### src/rtl/esc_link_pkg.sv
package esc_link_pkg;
  typedef enum logic [1:0] {
    PS_IDLE    = 2'd0,
    PS_LAUNCH  = 2'd1,
    PS_COLLECT = 2'd2
  } ping_st_e;
endpackage

### src/rtl/esc_cmd_gen.sv
module esc_cmd_gen (
  input  logic clk,
  input  logic rst,
  input  logic esc_req_i,
  input  logic ping_fire_i,
  output logic esc_line_o,
  output logic esc_sent_o,
  output logic cmd_p_o,
  output logic cmd_n_o
);
  logic esc_req_d;

  // the delayed copy stretches an N-cycle request into N+1 cycles
  always_comb esc_line_o = esc_req_i | esc_req_d;

  always_ff @(posedge clk) begin
    if (rst) begin
      esc_req_d  <= 1'b0;
      esc_sent_o <= 1'b0;
      cmd_p_o    <= 1'b0;
      cmd_n_o    <= 1'b1;
    end else begin
      esc_req_d  <= esc_req_i;
      esc_sent_o <= esc_line_o;
      cmd_p_o    <= esc_line_o | ping_fire_i;
      cmd_n_o    <= ~(esc_line_o | ping_fire_i);
    end
  end
endmodule

### src/rtl/esc_ping_seq.sv
module esc_ping_seq
  import esc_link_pkg::*;
#(
  parameter int RESP_LEN = 4
) (
  input  logic clk,
  input  logic rst,
  input  logic ping_req_i,
  input  logic esc_line_i,
  input  logic rsp_p_i,
  output logic ping_fire_o,
  output logic ping_err_o,
  output logic ping_done_o
);
  localparam int CW = (RESP_LEN > 1) ? $clog2(RESP_LEN) : 1;
  localparam logic [CW-1:0] LAST = CW'(RESP_LEN - 1);

  ping_st_e        st_q;
  logic [CW-1:0]   step_q;
  logic            served_q;
  logic            exp_bit;

  // the burst starts with 1 and then alternates
  always_comb exp_bit = ~step_q[0];

  always_comb begin
    ping_fire_o = (st_q == PS_IDLE) && ping_req_i && !served_q && !esc_line_i;
    ping_err_o  = 1'b0;
    if (!esc_line_i) begin
      if (st_q == PS_LAUNCH && rsp_p_i)                 ping_err_o = 1'b1;
      if (st_q == PS_COLLECT && (rsp_p_i != exp_bit))   ping_err_o = 1'b1;
    end
  end

  always_ff @(posedge clk) begin
    if (rst) begin
      st_q        <= PS_IDLE;
      step_q      <= '0;
      served_q    <= 1'b0;
      ping_done_o <= 1'b0;
    end else begin
      ping_done_o <= 1'b0;
      if (!ping_req_i) served_q <= 1'b0;
      if (esc_line_i) begin
        st_q <= PS_IDLE;
        if (ping_req_i && !served_q) begin
          ping_done_o <= 1'b1;
          served_q    <= 1'b1;
        end
      end else begin
        unique case (st_q)
          PS_IDLE: begin
            if (ping_fire_o) st_q <= PS_LAUNCH;
          end
          PS_LAUNCH: begin
            step_q <= '0;
            if (rsp_p_i) begin
              st_q     <= PS_IDLE;
              served_q <= 1'b1;
            end else begin
              st_q <= PS_COLLECT;
            end
          end
          PS_COLLECT: begin
            if (rsp_p_i != exp_bit) begin
              st_q     <= PS_IDLE;
              served_q <= 1'b1;
            end else if (step_q == LAST) begin
              st_q        <= PS_IDLE;
              served_q    <= 1'b1;
              ping_done_o <= 1'b1;
            end else begin
              step_q <= step_q + 1'b1;
            end
          end
          default: st_q <= PS_IDLE;
        endcase
      end
    end
  end
endmodule

### src/rtl/esc_rsp_mon.sv
module esc_rsp_mon (
  input  logic clk,
  input  logic rst,
  input  logic rsp_p_i,
  input  logic rsp_n_i,
  input  logic esc_sent_i,
  output logic mon_err_o
);
  logic rsp_last_q;
  logic tog_chk_q;

  always_ff @(posedge clk) begin
    if (rst) begin
      rsp_last_q <= 1'b0;
      tog_chk_q  <= 1'b0;
    end else begin
      rsp_last_q <= rsp_p_i;
      tog_chk_q  <= esc_sent_i;
    end
  end

  always_comb begin
    mon_err_o = (rsp_p_i == rsp_n_i) || (tog_chk_q && (rsp_p_i == rsp_last_q));
  end
endmodule

### src/rtl/esc_link_sender.sv
module esc_link_sender #(
  parameter int RESP_LEN = 4
) (
  input  logic clk,
  input  logic rst,
  input  logic esc_req_i,
  input  logic ping_req_i,
  output logic cmd_p_o,
  output logic cmd_n_o,
  input  logic rsp_p_i,
  input  logic rsp_n_i,
  output logic ping_done_o,
  output logic link_fault_o
);
  logic esc_line, esc_sent, ping_fire, ping_err, mon_err;

  esc_cmd_gen u_cmd (
    .clk         (clk),
    .rst         (rst),
    .esc_req_i   (esc_req_i),
    .ping_fire_i (ping_fire),
    .esc_line_o  (esc_line),
    .esc_sent_o  (esc_sent),
    .cmd_p_o     (cmd_p_o),
    .cmd_n_o     (cmd_n_o)
  );

  esc_ping_seq #(.RESP_LEN(RESP_LEN)) u_ping (
    .clk         (clk),
    .rst         (rst),
    .ping_req_i  (ping_req_i),
    .esc_line_i  (esc_line),
    .rsp_p_i     (rsp_p_i),
    .ping_fire_o (ping_fire),
    .ping_err_o  (ping_err),
    .ping_done_o (ping_done_o)
  );

  esc_rsp_mon u_mon (
    .clk        (clk),
    .rst        (rst),
    .rsp_p_i    (rsp_p_i),
    .rsp_n_i    (rsp_n_i),
    .esc_sent_i (esc_sent),
    .mon_err_o  (mon_err)
  );

  always_ff @(posedge clk) begin
    if (rst) link_fault_o <= 1'b0;
    else     link_fault_o <= ping_err | mon_err;
  end
endmodule

### config.mk
export PLATFORM = sky130hd
export DESIGN_NAME = esc_link_sender
export DESIGN_NICKNAME = d
export VERILOG_FILES = /design/src/rtl/esc_link_pkg.sv /design/src/rtl/esc_cmd_gen.sv /design/src/rtl/esc_ping_seq.sv /design/src/rtl/esc_rsp_mon.sv /design/src/rtl/esc_link_sender.sv
export SDC_FILE = /design/constraint.sdc
export NUM_CORES = 1
export LEC_CHECK = 0
export BUFFER_PORTS_ARGS = -buffer_cell sky130_fd_sc_hd__buf_4
export CORE_UTILIZATION = 40
export DETAILED_ROUTE_END_ITERATION = 10
export GPL_ROUTABILITY_DRIVEN = 0
export PLACE_DENSITY = 0.72
export SYNTH_ARGS = -nofsm -noshare
export SYNTH_HDL_FRONTEND = slang
export SYNTH_HIERARCHICAL = 1
export SYNTH_SLANG_ARGS = --single-unit
### constraint.sdc
create_clock -name clk -period 1.4 [get_ports clk]
set_input_delay 0.21 -clock clk [delete_from_list [all_inputs] [get_ports clk]]
set_output_delay 0.21 -clock clk [all_outputs]
set_load 0.1 [all_outputs]
==> summary.txt <==
Hold Path Class: in -> reg
Die Y: 42.6 µm
DIE AREA: 0.00181 mm²
Ys Warns: 6
Highest Clock Rate: 0.744 GHz
FF-to-FF End: u_ping/step_q[0]
Area Growth Syn to Fin: 33.5%
Ys flop type: dfxtp_1
Max cap viols: 0
Yosys cell types: 32
First-pass GRT wire length: 2280 µm
R2R Path Start: u_ping/st_q[0]
Initial core utilization: 43.2%
Final cycle utilization of the critical path: 96.0%
DRT Pass-1 Iters: 4
Worst-Margin Slew: 0.317 ns
TritonCTS Buffers: 3
Post-route ant nets: 0
Fin. Hold Viols: 0
Worst Hold End: u_cmd/cmd_p_o
Root Buffer: clkbuf_4
Post-DP HPWL: 931 µm
Post-synth EDFFs: 0
Slew Viols, Final: 0
Post-Syn Area: 658 µm²
Final setup vio count: 0
Synth Net Count: 80
Sequential area share after synthesis: 39.5%
Grt ovf: 0
Worst reg2reg setup slack: 0.06 ns
Antenna fix cells: 0
Min cycle time layout: 1.34 ns
First-iteration detailed-routing DRC count: 20
Setup_tns: 0 ns
Reg clk slew, reported paths: 0.08 ns
Most common cell after layout, fill and taps aside: buf_4
Clk Latency, worst-skew pair: 0.29 ns
I/O pin cnt: 10
#FFs+latches synth: 13
Initial antenna violation count: 0
CP arrival: 1.55 ns
Slew Limit Headroom: 78.8%
Layout Utilization: 57.6%
Hold Crit Depth: 3
Reg2Reg Depth: 6
Cell row count: 14
Drt drc: 0
Synth async-reset ratio: 0%
Layout cells sized above 1: 33.7%
Fin Clk Skew: 0.0129 ns
PwrDens: 911 mW/mm²
Nets: 100
Leading cell types in the layout, fill and taps excluded: buf_4, dfxtp_1, nor2b_1, nand2_1, a21oi_1
Min-delay src: esc_req_i
Syn avg cell area: 9.40 µm²
IO Port Bufs: 9
CTS sink count: 13
Bufs on Longest Clock Path: 2
Total core area: 0.00152 mm²
Vias per cell: 5.55
Worst Setup Start Kind: flip-flop
RSZ-0062 raised after global routing: yes
Leak Pwr: 0.355 nW
Mapped Cells: 70
Status: finished, final reports clean
Vias in the first global route: 525
# H-tree levels: 1
Crit-path max FO: 4
Required time worst endpoint: 1.61 ns
Per-cell routed wire length: 13.0 µm
Peak VDD IR: 0.000571 V
Final WL: 1370 µm
Routed vias: 583
# fillers: 138
Kind of critical path: reg -> reg
Largest net degree at the start of global routing: 14
Worst Setup End Kind: flip-flop
CTS tree: built
DIE WIDTH: 42.6 µm
GRT Total Usage: 17.3%
==> worst max-delay path by stage <==
stage,start,endpoint,slack [ns],depth (start not counted)
global placement,u_ping/st_q[1],u_ping/step_q[1],0.03,5
detailed placement,u_ping/st_q[1],u_ping/step_q[1],-0.01,5
CTS,u_ping/st_q[0],u_ping/step_q[0],0.01,6
finish,u_ping/st_q[0],u_ping/step_q[0],0.06,6
floorplan,u_cmd/esc_req_d,u_ping/step_q[1],0.002,5
global route,u_ping/st_q[0],u_ping/step_q[0],-0.003,6
==> metrics by stage <==
stage	instance area [µm²]	std cells	hold WS [ns]	total power (W)	setup WS [ns]
2_1_floorplan	661	70	0.274	0.000512	0.00212
3_3_place_gp	786	100	0.424	0.000560	0.0350
3_5_place_dp	786	100	0.433	0.000560	-0.0142
4_1_cts	813	104	0.167	0.000798	0.0121
5_1_grt	878	105	0.173	0.000846	-0.00298
6_report	878	105	0.178	0.000800	0.0563
==> cells by family (layout without fill, tap and decap cells) <==
| group | Yosys count | count (layout) | share of synthesized area [%] |
|---|---|---|---|
| fa+ha+maj | 4 | 4 | 7.60 |
| compound gates | 19 | 19 | 21.5 |
| xor+xnor | 2 | 2 | 2.66 |
| flops | 13 | 13 | 39.5 |
| mux | 1 | 1 | 1.52 |
| simple gates | 27 | 27 | 24.7 |
| buf+inv | 4 | 23 | 2.47 |
==> state kept, by name, indices dropped and copies added (netlist names) <==
name	flops
u_ping/st_q	2
u_ping/step_q	2
link_fault_o	1
u_cmd/cmd_n_o	1
u_cmd/cmd_p_o	1
u_cmd/esc_req_d	1
u_cmd/esc_sent_o	1
u_mon/rsp_last_q	1
u_mon/tog_chk_q	1
u_ping/ping_done_o	1
u_ping/served_q	1
==> report_power, final <==
part | internal (W) | switching [W] | total, W | leakage (nW)
combinational | 0.0000635 | 0.000106 | 0.000170 | 0.232
clock | 0.000111 | 0.000126 | 0.000237 | 0.0150
sequential | 0.000386 | 0.00000704 | 0.000393 | 0.108
==> per-layer routing <==
metal | global-route usage [%] | share of wire, % | wire length (µm) | up-vias
li1 | - | - | - | 291
met1 | 20.6 | 45 | 617 | 279
met2 | 26.8 | 49 | 675 | 8
met3 | 3.88 | 2.9 | 39 | 5
met4 | 13.1 | 2.6 | 36 | 0
met5 | 0 | 0 | 0 | -
==> synth_stat cells, drive strengths merged, types with 2 or more instances <==
library cell | n | area (µm²)
or2 | 2 | 15.0
a21oi | 5 | 25.0
inv | 3 | 11.3
a22oi | 3 | 22.5
ha | 4 | 50.1
nand2 | 5 | 18.8
dfxtp | 13 | 260
nand2b | 2 | 12.5
o21a | 2 | 15.0
nor2b | 8 | 57.6
nor2 | 4 | 15.0
==> critical path, cell delays in order (launching register included) <==
cell,delay [ns]
dfxtp_1,0.33
inv_1,0.08
ha_4,0.24
buf_4,0.14
nor2b_2,0.16
a21bo_2,0.18
a21oi_1,0.13
==> area by class of cell <==
type / instances / area, µm² / share of cell area (%)
inverters: 3 / 11.3 / 1.28
clock buffers: 4 / 26.3 / 2.99
multi-input cells: 53 / 439 / 50.0
flip-flops and latches: 13 / 262 / 29.8
well taps: 16 / 20.0 / 2.28
repair buffers: 16 / 120 / 13.7
==> timing repair <==
item,CTS,global route
setup endpoints to repair,2,4
pin swaps,0,2
gates resized for setup,1,9
hold buffers,0,0
cloned,0,0
buffers inserted,0,1
endpoints found under the hold margin,0,0
Power figures use the tool's default switching activity.
